--- src/rtl/i2cs_pkg.sv ---
package i2cs_pkg;
  typedef enum logic [2:0] {
    PH_IDLE,
    PH_ADDR,
    PH_INDEX,
    PH_WRITE,
    PH_READ,
    PH_SKIP
  } phase_t;
  localparam int BYTE_W = 8;
endpackage

--- src/rtl/i2cs_sampler.sv ---
module i2cs_sampler #(
  parameter int SYNC = 2
) (
  input  logic clk,
  input  logic rst,
  input  logic scl_in,
  input  logic sda_in,
  output logic sda_q,
  output logic scl_rise,
  output logic scl_fall,
  output logic start_det,
  output logic stop_det
);
  logic [SYNC-1:0] scl_ff, sda_ff;
  logic scl_q, scl_p, sda_p;

  always_ff @(posedge clk) begin
    if (rst) begin
      scl_ff <= '1;
      sda_ff <= '1;
      scl_p  <= 1'b1;
      sda_p  <= 1'b1;
    end else begin
      scl_ff <= {scl_ff[SYNC-2:0], scl_in};
      sda_ff <= {sda_ff[SYNC-2:0], sda_in};
      scl_p  <= scl_q;
      sda_p  <= sda_q;
    end
  end

  assign scl_q     = scl_ff[SYNC-1];
  assign sda_q     = sda_ff[SYNC-1];
  assign scl_rise  = scl_q & ~scl_p;
  assign scl_fall  = ~scl_q & scl_p;
  assign start_det = scl_q & scl_p & sda_p & ~sda_q;
  assign stop_det  = scl_q & scl_p & ~sda_p & sda_q;
endmodule

--- src/rtl/i2cs_regfile.sv ---
module i2cs_regfile #(
  parameter int AW = 4,
  parameter int DW = 8
) (
  input  logic          clk,
  input  logic          rst,
  input  logic          a_we,
  input  logic [AW-1:0] a_addr,
  input  logic [DW-1:0] a_wdata,
  output logic [DW-1:0] a_rdata,
  input  logic          b_we,
  input  logic [AW-1:0] b_addr,
  input  logic [DW-1:0] b_wdata,
  output logic [DW-1:0] b_rdata
);
  localparam int DEPTH = 1 << AW;
  logic [DW-1:0] mem [DEPTH];

  always_ff @(posedge clk) begin
    if (rst) begin
      for (int i = 0; i < DEPTH; i++) mem[i] <= '0;
      b_rdata <= '0;
    end else begin
      if (a_we)      mem[a_addr] <= a_wdata;
      else if (b_we) mem[b_addr] <= b_wdata;
      b_rdata <= mem[b_addr];
    end
  end

  assign a_rdata = mem[a_addr];
endmodule

--- src/rtl/i2cs_engine.sv ---
module i2cs_engine
  import i2cs_pkg::*;
#(
  parameter int       AW      = 4,
  parameter bit [6:0] ADDR_LO = 7'h1C,
  parameter bit [6:0] ADDR_HI = 7'h1D
) (
  input  logic          clk,
  input  logic          rst,
  input  logic          addr_sel,
  input  logic          sda_q,
  input  logic          scl_rise,
  input  logic          scl_fall,
  input  logic          start_det,
  input  logic          stop_det,
  input  logic [7:0]    rd_byte,
  output logic          sda_o,
  output logic          wr_en,
  output logic [AW-1:0] idx,
  output logic [7:0]    wr_data,
  output phase_t        phase,
  output logic [3:0]    bcnt
);
  logic [7:0] sh, tx;
  logic       rw;
  logic [6:0] my_addr;
  logic       active;

  assign my_addr = addr_sel ? ADDR_HI : ADDR_LO;
  assign active  = (phase != PH_IDLE) && (phase != PH_SKIP);
  assign wr_data = sh;

  always_ff @(posedge clk) begin
    if (rst) begin
      phase <= PH_IDLE;
      bcnt  <= '0;
      sh    <= '0;
      tx    <= '0;
      idx   <= '0;
      rw    <= 1'b0;
      sda_o <= 1'b1;
      wr_en <= 1'b0;
    end else begin
      wr_en <= 1'b0;
      if (start_det) begin
        phase <= PH_ADDR;
        bcnt  <= '0;
        sda_o <= 1'b1;
      end else if (stop_det) begin
        phase <= PH_IDLE;
        bcnt  <= '0;
        sda_o <= 1'b1;
      end else if (scl_rise && active) begin
        if (bcnt < 4'd8) sh <= {sh[6:0], sda_q};
        if (bcnt == 4'd8 && phase == PH_READ && sda_q) phase <= PH_SKIP;
        if (bcnt < 4'd9) bcnt <= bcnt + 4'd1;
      end else if (scl_fall && active) begin
        if (bcnt == 4'd8) begin
          case (phase)
            PH_ADDR: begin
              if (sh[7:1] == my_addr) begin
                rw    <= sh[0];
                sda_o <= 1'b0;
              end else begin
                phase <= PH_SKIP;
              end
            end
            PH_INDEX: begin
              idx   <= sh[AW-1:0];
              sda_o <= 1'b0;
            end
            PH_WRITE: begin
              wr_en <= 1'b1;
              sda_o <= 1'b0;
            end
            default: sda_o <= 1'b1;
          endcase
        end else if (bcnt == 4'd9) begin
          bcnt <= '0;
          case (phase)
            PH_ADDR: begin
              if (rw) begin
                phase <= PH_READ;
                tx    <= rd_byte;
                sda_o <= rd_byte[7];
                idx   <= idx + 1'b1;
              end else begin
                phase <= PH_INDEX;
                sda_o <= 1'b1;
              end
            end
            PH_INDEX: begin
              phase <= PH_WRITE;
              sda_o <= 1'b1;
            end
            PH_WRITE: begin
              idx   <= idx + 1'b1;
              sda_o <= 1'b1;
            end
            PH_READ: begin
              tx    <= rd_byte;
              sda_o <= rd_byte[7];
              idx   <= idx + 1'b1;
            end
            default: sda_o <= 1'b1;
          endcase
        end else if (phase == PH_READ) begin
          sda_o <= tx[3'd7 - bcnt[2:0]];
        end
      end
    end
  end
endmodule

--- src/rtl/i2c_reg_slave.sv ---
module i2c_reg_slave
  import i2cs_pkg::*;
#(
  parameter int       REG_AW      = 4,
  parameter int       SYNC_STAGES = 2,
  parameter bit [6:0] DEV_ADDR_LO = 7'h1C,
  parameter bit [6:0] DEV_ADDR_HI = 7'h1D
) (
  input  logic              clk,
  input  logic              rst,
  input  logic              scl_in,
  input  logic              sda_in,
  output logic              sda_out,
  input  logic              addr_sel,
  input  logic              loc_we,
  input  logic [REG_AW-1:0] loc_addr,
  input  logic [7:0]        loc_wdata,
  output logic [7:0]        loc_rdata
);
  logic              sda_q, scl_rise, scl_fall, start_det, stop_det;
  logic              bus_we;
  logic [REG_AW-1:0] bus_idx;
  logic [7:0]        bus_wdata, bus_rdata;
  phase_t            phase;
  logic [3:0]        bcnt;

  i2cs_sampler #(.SYNC(SYNC_STAGES)) u_smp (
    .clk(clk), .rst(rst), .scl_in(scl_in), .sda_in(sda_in),
    .sda_q(sda_q), .scl_rise(scl_rise), .scl_fall(scl_fall),
    .start_det(start_det), .stop_det(stop_det)
  );

  i2cs_engine #(.AW(REG_AW), .ADDR_LO(DEV_ADDR_LO), .ADDR_HI(DEV_ADDR_HI)) u_eng (
    .clk(clk), .rst(rst), .addr_sel(addr_sel), .sda_q(sda_q),
    .scl_rise(scl_rise), .scl_fall(scl_fall),
    .start_det(start_det), .stop_det(stop_det),
    .rd_byte(bus_rdata), .sda_o(sda_out), .wr_en(bus_we),
    .idx(bus_idx), .wr_data(bus_wdata), .phase(phase), .bcnt(bcnt)
  );

  i2cs_regfile #(.AW(REG_AW), .DW(BYTE_W)) u_rf (
    .clk(clk), .rst(rst),
    .a_we(bus_we), .a_addr(bus_idx), .a_wdata(bus_wdata), .a_rdata(bus_rdata),
    .b_we(loc_we), .b_addr(loc_addr), .b_wdata(loc_wdata), .b_rdata(loc_rdata)
  );
endmodule

--- config.mk ---
export PLATFORM = sky130hd
export DESIGN_NAME = i2c_reg_slave
export DESIGN_NICKNAME = d
export VERILOG_FILES = /design/src/rtl/i2cs_pkg.sv /design/src/rtl/i2cs_sampler.sv /design/src/rtl/i2cs_regfile.sv /design/src/rtl/i2cs_engine.sv /design/src/rtl/i2c_reg_slave.sv
export SDC_FILE = /design/constraint.sdc
export NUM_CORES = 1
export LEC_CHECK = 0
export ABC_AREA = 1
export CORE_MARGIN = 4
export CORE_UTILIZATION = 56
export DETAILED_ROUTE_END_ITERATION = 8
export GPL_ROUTABILITY_DRIVEN = 0
export PLACE_DENSITY = 0.73
export SKIP_LAST_GASP = 1
export SLEW_MARGIN = 5
export SYNTH_ARGS = -nofsm -noshare
export SYNTH_HDL_FRONTEND = slang
export SYNTH_SLANG_ARGS = --single-unit
--- constraint.sdc ---
create_clock -name clk -period 1.8 [get_ports clk]
set_input_delay 0.36 -clock clk [delete_from_list [all_inputs] [get_ports clk]]
set_output_delay 0.36 -clock clk [all_outputs]
set_load 0.01 [all_outputs]
==> flow_summary_export.csv <==
group,metric,value,unit
synth,synth_nets,1139,
place,dpl-instance-area,0.0101,mm²
finish,drive_above_1_share,0.132,
route,drt_wl_total,26700,µm
route,drt_iter0_drc,1262,
status,status,"finished clean",
clock_tree,path_clk_slew,0.07,ns
setup_path,timing.rr.start,"u_eng.wr_en",
setup_path,setup.worst_path.start,"u_eng.wr_en",
synth,synth_top_area_share,0.423,
hold_path,worstHoldPathCells,1,
route,wire_per_inst,19.1,µm
synth,ys_seq_area_frac,0.529,
timing,slew_violations,0,
power_and_ir_drop,leakage,4.23,nW
timing,min_period,1.76,ns
grt,grt_max_degree,57,
clock_tree,clock_sinks,176,
setup_path,crit_fanout,8,
clock_tree,cts_tree,"done",
route,post-route-drc-count,0,
timing,post-route-period-util,0.976,
clock_tree,clock_path_buffers,2,
grt,antenna_found_initial,0,
place,io_buffers,26,
setup_path,path_class,"flip-flop to flip-flop",
die,fp-row-count,46,
power_and_ir_drop,seqPwrFrac,0.494,
grt,grt.total_usage,0.298,
setup_path,arrival,1.89,ns
timing,relSlewSlack,0.582,
clock_tree,cts-htree-levels,4,
power_and_ir_drop,combPwrFrac,0.094,
power_and_ir_drop,total_power,9.17,mW
grt,grt.overflow.total,0,
finish,n_antenna_cell,0,
power_and_ir_drop,power.switching,2.24,mW
die,dieArea,0.0183,mm²
route,vias,8289,
die,die_x,135,µm
power_and_ir_drop,pwr-share-clk,0.411,
timing,holdWs,0.419,ns
synth,synth.avg_cell_area,8.13,µm²
die,start_util,0.572,
timing,rsz0062_at_grt,"yes",
synth,postSynthCellCount,1117,
clock_tree,ctsHoldBuffers,0,
synth,synth_warnings,0,
hold_path,worstHoldPathType,"flip-flop to flip-flop",
route,first_pass_iters,6,
die,ioPinCount,27,
setup_path,rr_worst_depth,7,
timing,finClkSkew,0.00881,ns
grt,grt_pass1_vias,7499,
setup_path,critPathLaunchType,"flip-flop",
synth,netlist_area,0.00908,mm²
die,core_area,0.0159,mm²
synth,ys_types,30,
place,place_hpwl,17800,µm
clock_tree,cts_inserted_buffers,17,
place,dpl_worst_slack,-0.743,ns
route,routed_via_density,5.93,
finish,area_growth_syn_to_layout,20.2,%
power_and_ir_drop,ir_worst_vdd,645,µV
finish,fin_area,0.0109,mm²
synth,ys_ff_latch,176,
finish,final.fill_count,1257,
timing,final.setup.worst_slack,0.0441,ns
finish,nets,1190,
timing,max_freq,0.570,GHz
power_and_ir_drop,p_int,6.94,mW
die,die_y,135,µm
grt,grt_first_pass_wirelength,41400,µm
clock_tree,root_buffer,"clkbuf_16",
timing,setup_violations,0,
synth,synth.area.top_cells,"edfxtp_1, dfxtp_1, nor2_1",
timing,hold_violations,0,
clock_tree,clkLatencyLatePin,0.44,ns
hold_path,hp-start,"u_smp.sda_ff[0]",
synth,synth_top_cell_by_area,"edfxtp_1",
power_and_ir_drop,p_per_area,841,mW/mm²
run,maxCapViolations,0,
setup_path,crit_required,1.93,ns
timing,worst_pin_slew,0.627,ns
route,ant_nets,0,
setup_path,endpoint_kind,"flip-flop",
power_and_ir_drop,netSwitchingFraction,0.244,
[cells by family after synthesis]
| group | Yosys count | synth area share |
|---|---|---|
| multiplexers | 1 | 0.00110 |
| XOR/XNOR | 1 | 0.000965 |
| flip-flops | 176 | 0.529 |
| AND/OR/NAND/NOR | 446 | 0.202 |
| buffers and inverters | 185 | 0.0794 |
| adder cells (fa/ha/maj) | 4 | 0.00551 |
| AO/OA/AOI/OAI | 304 | 0.182 |
[metrics by stage]
step	util	setup TNS (ns)	instances
after global placement	0.639	-142.85	1363
final	0.687	0	1397
after CTS	0.684	0	1396
after floorplan	-	-2.79	1117
after detailed placement	0.639	-153.12	1363
after global routing	0.687	-0.248	1397
[placed cells by master, fill, tap and decap left out, drive strengths merged, types with 2 or more instances in the layout]
cell type and instances:
o21ai 152, nand4 4, buf 74, a21oi 106
nor2 197, or2 5, o211ai 45, inv 118
dfxtp 48, edfxtp 128, clkinv 9, clkdlybuf4s50 22
nor3 6, nand2 149, nand3 83, dlygate4sd2 2
ha 4, clkbuf 22
[repair_timing]
item | 4_1_cts | 5_1_grt
pin swaps | 0 | 3
endpoints found under the setup margin | 249 | 139
endpoints found under the hold margin | 0 | 0
cloned | 1 | 0
resized for setup | 26 | 15
setup buffers | 0 | 1
[flip-flops by register name, indices dropped and copies added (netlist names), named ones only]
register / flops
u_rf.b_rdata: 8
u_eng.wr_en: 1
u_eng.wr_data: 8
u_eng.rw: 1
u_smp.sda_ff: 2
u_eng.sda_o: 1
u_eng.bcnt: 4
u_smp.sda_p: 1
u_smp.scl_ff: 2
u_eng.idx: 4
u_eng.tx: 8
u_smp.scl_p: 1
u_eng.phase: 3
u_rf.mem: 128
[path summary, 6_finish.rpt]
| path | to | slack [ns] |
|---|---|---|
| worst min-delay path | u_smp.sda_ff[1] | 0.42 |
| worst max-delay path | u_rf.mem[12][4] | 0.04 |
| worst max register to register | u_rf.mem[12][4] | 0.04 |
| worst min register to register | u_smp.sda_ff[1] | 0.42 |
[cells in the mapped netlist, drive strengths merged]
cell	instances
inv	116
or2	5
nor4	1
xor2	1
nand3	82
o21ai	152
o21a	1
nor3	6
clkbuf	43
edfxtp	128
clkinv	2
nand3b	1
nand4	4
o211ai	45
buf	24
dfxtp	48
a21oi	106
and3	1
ha	4
nand2	149
mux2i	1
nor2	197
[power by group through the flow]
stage | Clock [mW] | Sequential, mW | Combinational, mW
detailed placement | 0 | 4.62 | 0.815
global route | 3.94 | 4.54 | 0.925
finish | 3.77 | 4.54 | 0.865
CTS | 3.78 | 4.53 | 0.844
global placement | 0 | 4.62 | 0.804
floorplan | 0 | 4.60 | 0.422
[worst max-delay path: stages (launching register included)]
cell and delay (ns):
dfxtp_1 0.31, inv_2 0.11, nand3_4 0.13, o21ai_4 0.21
inv_2 0.09, nor2_4 0.25, nand2_1 0.16, nand2_2 0.19
[per-layer routing]
layer  vias to the layer above  part of all wire  global-route usage
li1                       3887                 -                   -
met1                      3818              0.40               0.413
met2                       506              0.47               0.470
met3                        78             0.099              0.0527
met4                         0             0.031               0.113
met5                         -                 0                   0
[cell type report]
type                       instances  area, µm²  share of cell area
inverter                         118        443              0.0406
timing repair buffer              98       1060              0.0970
tap                              216        270              0.0248
clock inverter                    10       96.3             0.00883
multi-input combinational        757       3730               0.342
clock buffer                      22        507              0.0465
sequential                       176       4810               0.441
Note: power is estimated with default switching activity, not from simulation.
